$ cat src/rtl/cmp_pkg.sv
package cmp_pkg;

    typedef struct packed {
        logic c;
        logic z;
        logic n;
        logic v;
        logic s;
    } cmp_flags_t;

    typedef enum logic {
        CMP_UNSIGNED = 1'b0,
        CMP_SIGNED   = 1'b1
    } cmp_mode_e;

endpackage

$ cat src/rtl/cmp_sub_core.sv
module cmp_sub_core #(
    parameter int WIDTH      = 16,
    parameter bit USE_RIPPLE = 1'b1
) (
    input  logic [WIDTH-1:0] a,
    input  logic [WIDTH-1:0] b,
    output logic [WIDTH-1:0] diff,
    output logic             carry_out
);

    localparam int CHAIN = WIDTH + 1;

    generate
        if (USE_RIPPLE) begin : g_ripple
            logic [CHAIN-1:0] cy;
            assign cy[0] = 1'b1;
            for (genvar i = 0; i < WIDTH; i++) begin : g_cell
                logic x_bit;
                logic y_bit;
                assign x_bit     = b[i];
                assign y_bit     = ~a[i];
                assign diff[i]   = x_bit ^ y_bit ^ cy[i];
                assign cy[i+1]   = (x_bit & y_bit) | (cy[i] & (x_bit ^ y_bit));
            end
            assign carry_out = cy[CHAIN-1];
        end else begin : g_behav
            logic [WIDTH:0] sum_ext;
            assign sum_ext   = {1'b0, b} + {1'b0, ~a} + {{WIDTH{1'b0}}, 1'b1};
            assign diff      = sum_ext[WIDTH-1:0];
            assign carry_out = sum_ext[WIDTH];
        end
    endgenerate

endmodule

$ cat src/rtl/cmp_flag_gen.sv
module cmp_flag_gen
    import cmp_pkg::*;
#(
    parameter int WIDTH = 16
) (
    input  logic [WIDTH-1:0] diff,
    input  logic             carry_out,
    input  logic             a_msb,
    input  logic             b_msb,
    output cmp_flags_t       flags
);

    localparam int MSB = WIDTH - 1;

    logic signs_differ;
    logic result_flipped;

    always_comb begin
        signs_differ   = a_msb ^ b_msb;
        result_flipped = diff[MSB] ^ b_msb;
        flags.c        = carry_out;
        flags.z        = ~(|diff);
        flags.n        = diff[MSB];
        flags.v        = signs_differ & result_flipped;
        flags.s        = flags.n ^ flags.v;
    end

endmodule

$ cat src/rtl/cmp_eq_detect.sv
module cmp_eq_detect #(
    parameter int WIDTH = 16
) (
    input  logic [WIDTH-1:0] a,
    input  logic [WIDTH-1:0] b,
    output logic             eq
);

    logic [WIDTH-1:0] bit_same;

    assign bit_same = a ~^ b;
    assign eq       = &bit_same;

endmodule

$ cat src/rtl/sub_cmp_top.sv
module sub_cmp_top
    import cmp_pkg::*;
#(
    parameter int WIDTH      = 16,
    parameter bit USE_RIPPLE = 1'b1
) (
    input  logic [WIDTH-1:0] a,
    input  logic [WIDTH-1:0] b,
    input  logic             signed_mode,
    output logic             flag_c,
    output logic             flag_z,
    output logic             flag_n,
    output logic             flag_v,
    output logic             flag_s,
    output logic             a_lt_b,
    output logic             a_eq_b
);

    localparam int MSB = WIDTH - 1;

    logic [WIDTH-1:0] diff;
    logic             carry_out;
    cmp_flags_t       flags;
    logic             eq_xnor;
    logic             lt_unsigned;
    logic             lt_signed;
    cmp_mode_e        mode;

    cmp_sub_core #(
        .WIDTH     (WIDTH),
        .USE_RIPPLE(USE_RIPPLE)
    ) u_core (
        .a        (a),
        .b        (b),
        .diff     (diff),
        .carry_out(carry_out)
    );

    cmp_flag_gen #(
        .WIDTH(WIDTH)
    ) u_flags (
        .diff     (diff),
        .carry_out(carry_out),
        .a_msb    (a[MSB]),
        .b_msb    (b[MSB]),
        .flags    (flags)
    );

    cmp_eq_detect #(
        .WIDTH(WIDTH)
    ) u_eq (
        .a (a),
        .b (b),
        .eq(eq_xnor)
    );

    always_comb begin
        mode        = cmp_mode_e'(signed_mode);
        lt_unsigned = flags.c & ~flags.z;
        lt_signed   = ~flags.s & ~flags.z;
        unique case (mode)
            CMP_UNSIGNED: a_lt_b = lt_unsigned;
            CMP_SIGNED:   a_lt_b = lt_signed;
            default:      a_lt_b = 1'b0;
        endcase
    end

    assign flag_c = flags.c;
    assign flag_z = flags.z;
    assign flag_n = flags.n;
    assign flag_v = flags.v;
    assign flag_s = flags.s;
    assign a_eq_b = eq_xnor;

    // Checks relating separately built pieces of logic.
    always_comb begin
        p_eq_agrees_zero_r6: assert (eq_xnor == flags.z)
            else $error("R6: XNOR equality disagrees with zero flag");
        p_zero_carries_r2: assert (!flags.z || flags.c)
            else $error("R2: zero difference without carry-out");
        p_no_overflow_r4: assert (!flags.v || (a[MSB] != b[MSB]))
            else $error("R4: overflow with operands of equal sign");
        p_unsigned_lt_r7: assert (mode != CMP_UNSIGNED || a_lt_b == (a < b))
            else $error("R7: unsigned less-than mismatch");
        p_signed_lt_r8: assert (mode != CMP_SIGNED || a_lt_b == ($signed(a) < $signed(b)))
            else $error("R8: signed less-than mismatch");
        p_carry_is_ge_r1: assert (flags.c == (b >= a))
            else $error("R1: carry does not match unsigned b >= a");
    end

endmodule

$ cat config.mk
export PLATFORM = sky130hd
export DESIGN_NAME = sub_cmp_top
export DESIGN_NICKNAME = d
export VERILOG_FILES = /design/src/rtl/cmp_pkg.sv /design/src/rtl/cmp_sub_core.sv /design/src/rtl/cmp_flag_gen.sv /design/src/rtl/cmp_eq_detect.sv /design/src/rtl/sub_cmp_top.sv
export SDC_FILE = /design/constraint.sdc
export NUM_CORES = 1
export LEC_CHECK = 0
export BUFFER_PORTS_ARGS = -buffer_cell sky130_fd_sc_hd__buf_2
export CAP_MARGIN = 30
export CELL_PAD_IN_SITES_DETAIL_PLACEMENT = 2
export CELL_PAD_IN_SITES_GLOBAL_PLACEMENT = 2
export CORE_MARGIN = 8
export CORE_UTILIZATION = 26
export DETAILED_ROUTE_END_ITERATION = 8
export PLACE_DENSITY_LB_ADDON = 0.1
export SYNTH_ARGS = -nofsm -noshare
export SYNTH_HDL_FRONTEND = slang
export SYNTH_SLANG_ARGS = --single-unit
$ cat constraint.sdc
create_clock -name vclk -period 7.91
set_clock_uncertainty 0.05 [all_clocks]
set_input_delay 0 -clock vclk [all_inputs]
set_output_delay 0 -clock vclk [all_outputs]
set_load 0.01 [all_outputs]
[Word-level counts from Yosys, hierarchy flattened]
Index checks and enable logic that the tools add are counted.
Storage, ports and cells
  register bits: 0
Operators by class
  bitwise gates (word level): 105
  muxes and demuxes: 1
  reduce and logical (&&, ||, !) cells: 2
Operators with widths (number)
  1-bit bitwise AND: 34
  1-bit bitwise XOR: 34
  1-bit inverter: 20
  1-bit OR: 16
  16-bit AND reduction: 1
  16-bit OR reduction: 1
  16-bit bitwise XNOR: 1
  1-bit case mux with 2 select lines: 1

[Depth between registers and ports, before layout]
  depth in word-level cells: 38
  depth in mapped cells: 22
  gate-level depth less buffers: 22

[Hierarchy]
Synthesis repeated with hierarchy kept, for this count alone.
Second synthesis, totals
  cells, all modules: 84
  area total of the unflattened synthesis: 706.9 µm²
By module, submodules not included
  cmp_sub_core: cells each 49, area each 436.7 µm², seq. area each 0.0 µm², times used 1
  cmp_eq_detect: cells each 21, area each 177.7 µm², seq. area each 0.0 µm², times used 1
  cmp_flag_gen: cells each 12, area each 81.3 µm², seq. area each 0.0 µm², times used 1
  sub_cmp_top: cells each 2, area each 11.3 µm², seq. area each 0.0 µm², times used 1

[Least setup slack after synthesis]
Ideal clock, no wire load.
  kind: in2out
  from: input port b[0]
  to: output port a_lt_b
  buffers on the path: 0
  required time: 7.860 ns
  arrival: 6.536 ns
  stages on the path: 22
  slack: 1.324 ns
  path through: inv_1 -> ha_1 -> fa_1 -> fa_1 -> fa_1 -> fa_1 -> fa_1 -> fa_1 -> fa_1 -> fa_1 -> fa_1 -> fa_1 -> fa_1 -> inv_1 -> fa_1 -> inv_1 -> fa_1 -> fa_1 -> fa_1 -> nand4_1 -> nor4_2 -> a211oi_1
Between the ends
  cells in the longest elaborated chain, start to end: 37
RTL lines
  from (decl): RTL line sub_cmp_top.sv:8  | input logic [WIDTH-1:0] b,
  1-bit bitwise AND or 1-bit bitwise XOR (tied branches): RTL line cmp_sub_core.sv:23, cmp_sub_core.sv:22
  1-bit OR: RTL line cmp_sub_core.sv:23  | assign cy[i+1] = (x_bit & y_bit) | (cy[i] & (x_bit ^ y_bit));
  1-bit bitwise AND: RTL line cmp_sub_core.sv:23
  1-bit OR: RTL line cmp_sub_core.sv:23
  1-bit bitwise AND: RTL line cmp_sub_core.sv:23
  1-bit OR: RTL line cmp_sub_core.sv:23
  1-bit bitwise AND: RTL line cmp_sub_core.sv:23
  1-bit OR: RTL line cmp_sub_core.sv:23
  [... 21 more ...]
  1-bit OR: RTL line cmp_sub_core.sv:23
  1-bit bitwise XOR: RTL line cmp_sub_core.sv:22  | assign diff[i] = x_bit ^ y_bit ^ cy[i];
  1-bit bitwise XOR: RTL line cmp_flag_gen.sv:20  | result_flipped = diff[MSB] ^ b_msb;
  1-bit bitwise AND: RTL line cmp_flag_gen.sv:24  | flags.v = signs_differ & result_flipped;
  1-bit bitwise XOR: RTL line cmp_flag_gen.sv:25  | flags.s = flags.n ^ flags.v;
  1-bit inverter: RTL line sub_cmp_top.sv:60  | lt_signed = ~flags.s & ~flags.z;
  1-bit bitwise AND: RTL line sub_cmp_top.sv:60
  1-bit case mux with 2 select lines (*): RTL line sub_cmp_top.sv:61  | unique case (mode)
  to (decl): RTL line sub_cmp_top.sv:15  | output logic a_lt_b,
Mark *: on every way between the ends. The rest lies on a longest branch, timed or not.

[Worst setup path after layout]
  from: input port a[0]
  to: output port a_lt_b
Between the ends
  cells in the longest elaborated chain, start to end: 38
RTL lines
  from (decl): RTL line sub_cmp_top.sv:7  | input logic [WIDTH-1:0] a,
  1-bit inverter (*): RTL line cmp_sub_core.sv:21  | assign y_bit = ~a[i];
  1-bit bitwise AND or 1-bit bitwise XOR (tied branches): RTL line cmp_sub_core.sv:23, cmp_sub_core.sv:22
  1-bit OR: RTL line cmp_sub_core.sv:23
  1-bit bitwise AND: RTL line cmp_sub_core.sv:23
  1-bit OR: RTL line cmp_sub_core.sv:23
  1-bit bitwise AND: RTL line cmp_sub_core.sv:23
  1-bit OR: RTL line cmp_sub_core.sv:23
  1-bit bitwise AND: RTL line cmp_sub_core.sv:23
  [... 22 more ...]
  1-bit OR: RTL line cmp_sub_core.sv:23
  1-bit bitwise XOR: RTL line cmp_sub_core.sv:22
  1-bit bitwise XOR: RTL line cmp_flag_gen.sv:20
  1-bit bitwise AND: RTL line cmp_flag_gen.sv:24
  1-bit bitwise XOR: RTL line cmp_flag_gen.sv:25
  1-bit inverter: RTL line sub_cmp_top.sv:60
  1-bit bitwise AND: RTL line sub_cmp_top.sv:60
  1-bit case mux with 2 select lines (*): RTL line sub_cmp_top.sv:61
Marked as above.

==> impl_results.md <==
* Fillers at 320
* Critical path arrival at 6.91 ns
* Via/cell ratio at between 4 and 5
* Peak VDD IR at 0.0000237 V
* Final worst slack at approximately 0.95 ns
* Synth Area in Compound Gates at under 10%
* Final ANT Viol Nets at 0
* # setup viols final at 0
* Synth top area share at 43.1%
* Initial antenna violation count at 0
* Max Used Layer: met3
* Vias in the first global route at 784
* Worst relative slew slack at between 80% and 90%
* Input/output buffers at 40
* Worst-Margin Slew at around 0.26 ns
* Yosys top cell by area: fa_1
* Design Power at 52.8 uW
* LEAKAGE at between 0.0006 and 0.0007 uW
* Antenna diodes at 0
* CP Capture Type: output pin
* WS Path Type: in2out
* Pwr/cell area at 53.8 nW/um2
* DRC at 0
* FF+latch count at 0
* Multiplexer share of the synthesized area at 0%
* RePlAce Congestion at ~0.73
* Setup WS pre-CTS at 0.876 ns
* Final Hold Viols at 0
* Total wire length at between 1500 and 2000 um
* Vert. Die Dim at 69.5 um
* Netlist cell types at 10
* Avg WL per Cell at roughly 13 um
* Sequential share of the synthesized area at 0%
* Layout area overhead at 32.2%
* Mapped Cells at 80
* Sequential Area at 0 um2
* Worst EP required at 7.86 ns
* Cts repair resizes at 0
* Tcrit/Tclk final at between 80% and 90%
* IO Count at 40
* Met3 WL at roughly 110 um
* Setup bufs post-CTS at 0
* Setup TNS at 0 ns
* Total GRT Usage at under 10%
* Cell Area, Placed at 982 um2
* Simple-gate share of the synthesized area at 10.6%
* Layout cell share with drive strength beyond 1 at 34.2%
* Status: finished, final reports clean
* Core footprint at 2730 um2
* First-pass iteration count of the detailed router at 3
* Main combinational cell family by area after synthesis: adder cells
* Avg Cell Area, Syn at roughly 9.3 um2
* Number of max-cap violations at 0
* Hold buffers post-CTS at 0
* Mapped Area at 743 um2
* Warning count from the yosys run at 0
* Vias at 637
* Die area at just under 5000 um2
* DR iter-0 viols at 4
* Main area contributors after synthesis: fa_1, ha_1, inv_1
* Clock buf count at 0
* Largest net degree at the start of global routing at 5
* Final #Nets at 187
* Max frequency at 144 MHz
* Post-Layout Inst Area at around 980 um2
* Critical path launch point type: input pin
* Length of routed wiring on met1 at 779 um
* Max-slew violation count at 0
* Initial Utilization at 27.2%
* Post-DP HPWL at about 2000 um
* Synth Area in XOR/XNOR at 1.18%
* RSZ-0062 raised after global routing: no
* Synth Area in Adders at about 70%
* FP Rows at 19
* Hold Crit Class: in2out
* Grt ovf at 0
* Syn nets at 145
* Tmin final at approximately 7.0 ns
* First-pass GRT wire length at 3480 um
* Die X at ~69 um
* Worst Path Max Fanout at 3
* Met2 routed WL at about 1100 um
[layout by cell type, fill, tap and decap left out]
cell type	netlist	layout
buf_2	0	40
inv_1	34	34
fa_1	16	16
ha_1	16	16
nand4_1	7	7
nor2_1	2	2
nand4b_1	1	1
nor4_2	1	1
a211oi_1	1	1
nor4_1	1	1
xor2_1	1	1
[per-layer routing]
layer	track usage [%]	vias up
met5	0	-
met4	0	0
met3	1.29	0
met2	15.7	18
met1	9.96	309
li1	-	310
[per-stage QoR]
step,std cells,hold WS [ns],utilization [%]
4_1_cts,151,0.239,35.9
3_5_place_dp,151,0.239,35.9
5_1_grt,151,0.250,35.9
3_3_place_gp,151,0.228,35.9
6_report,151,0.236,35.9
2_1_floorplan,80,0.0373,-
[path summary, 6_finish.rpt]
path              slack [ns]   startpoint  cells past startpoint      to
hold / removal          0.24  signed_mode                      3  a_lt_b
setup / recovery        0.95         a[0]                     23  a_lt_b
[area by class of cell]
| class | count | area [um2] | area share [%] |
|---|---|---|---|
| timing repair buffer | 40 | 200 | 20.4 |
| inverter | 34 | 128 | 13.0 |
| tap | 31 | 38.8 | 3.95 |
| multi-input combinational | 46 | 616 | 62.7 |
[synthesized netlist by cell type]
| master | instances |
|---|---|
| ha_1 | 16 |
| nor4_1 | 1 |
| fa_1 | 16 |
| nand4_1 | 7 |
| nor2_1 | 2 |
| nand4b_1 | 1 |
| xor2_1 | 1 |
| nor4_2 | 1 |
| a211oi_1 | 1 |
| inv_1 | 34 |
[logic make-up after synthesis]
logic type | after synthesis
AND/OR/NAND/NOR | 12
buffers and inverters | 34
AO/OA/AOI/OAI | 1
adder cells (fa/ha/maj) | 32
XOR/XNOR | 1
[critical path, stage by stage]
cell and delay (ns):
buf_2 0.10, ha_1 0.20, fa_1 0.40, fa_1 0.41, fa_1 0.39, fa_1 0.39, fa_1 0.40, fa_1 0.39
fa_1 0.39, fa_1 0.39, fa_1 0.39, fa_1 0.38, fa_1 0.37, inv_1 0.08, fa_1 0.15, inv_1 0.05
fa_1 0.38, fa_1 0.45, fa_1 0.57, nand4_1 0.13, nor4_2 0.26, a211oi_1 0.08, buf_2 0.15
[report_power, final]
group | switching (uW) | internal (uW)
Sequential | 0 | 0
Clock | 0 | 0
Combinational | 28.4 | 24.4
Total | 28.4 | 24.4
(Power assumes the default switching activity.)
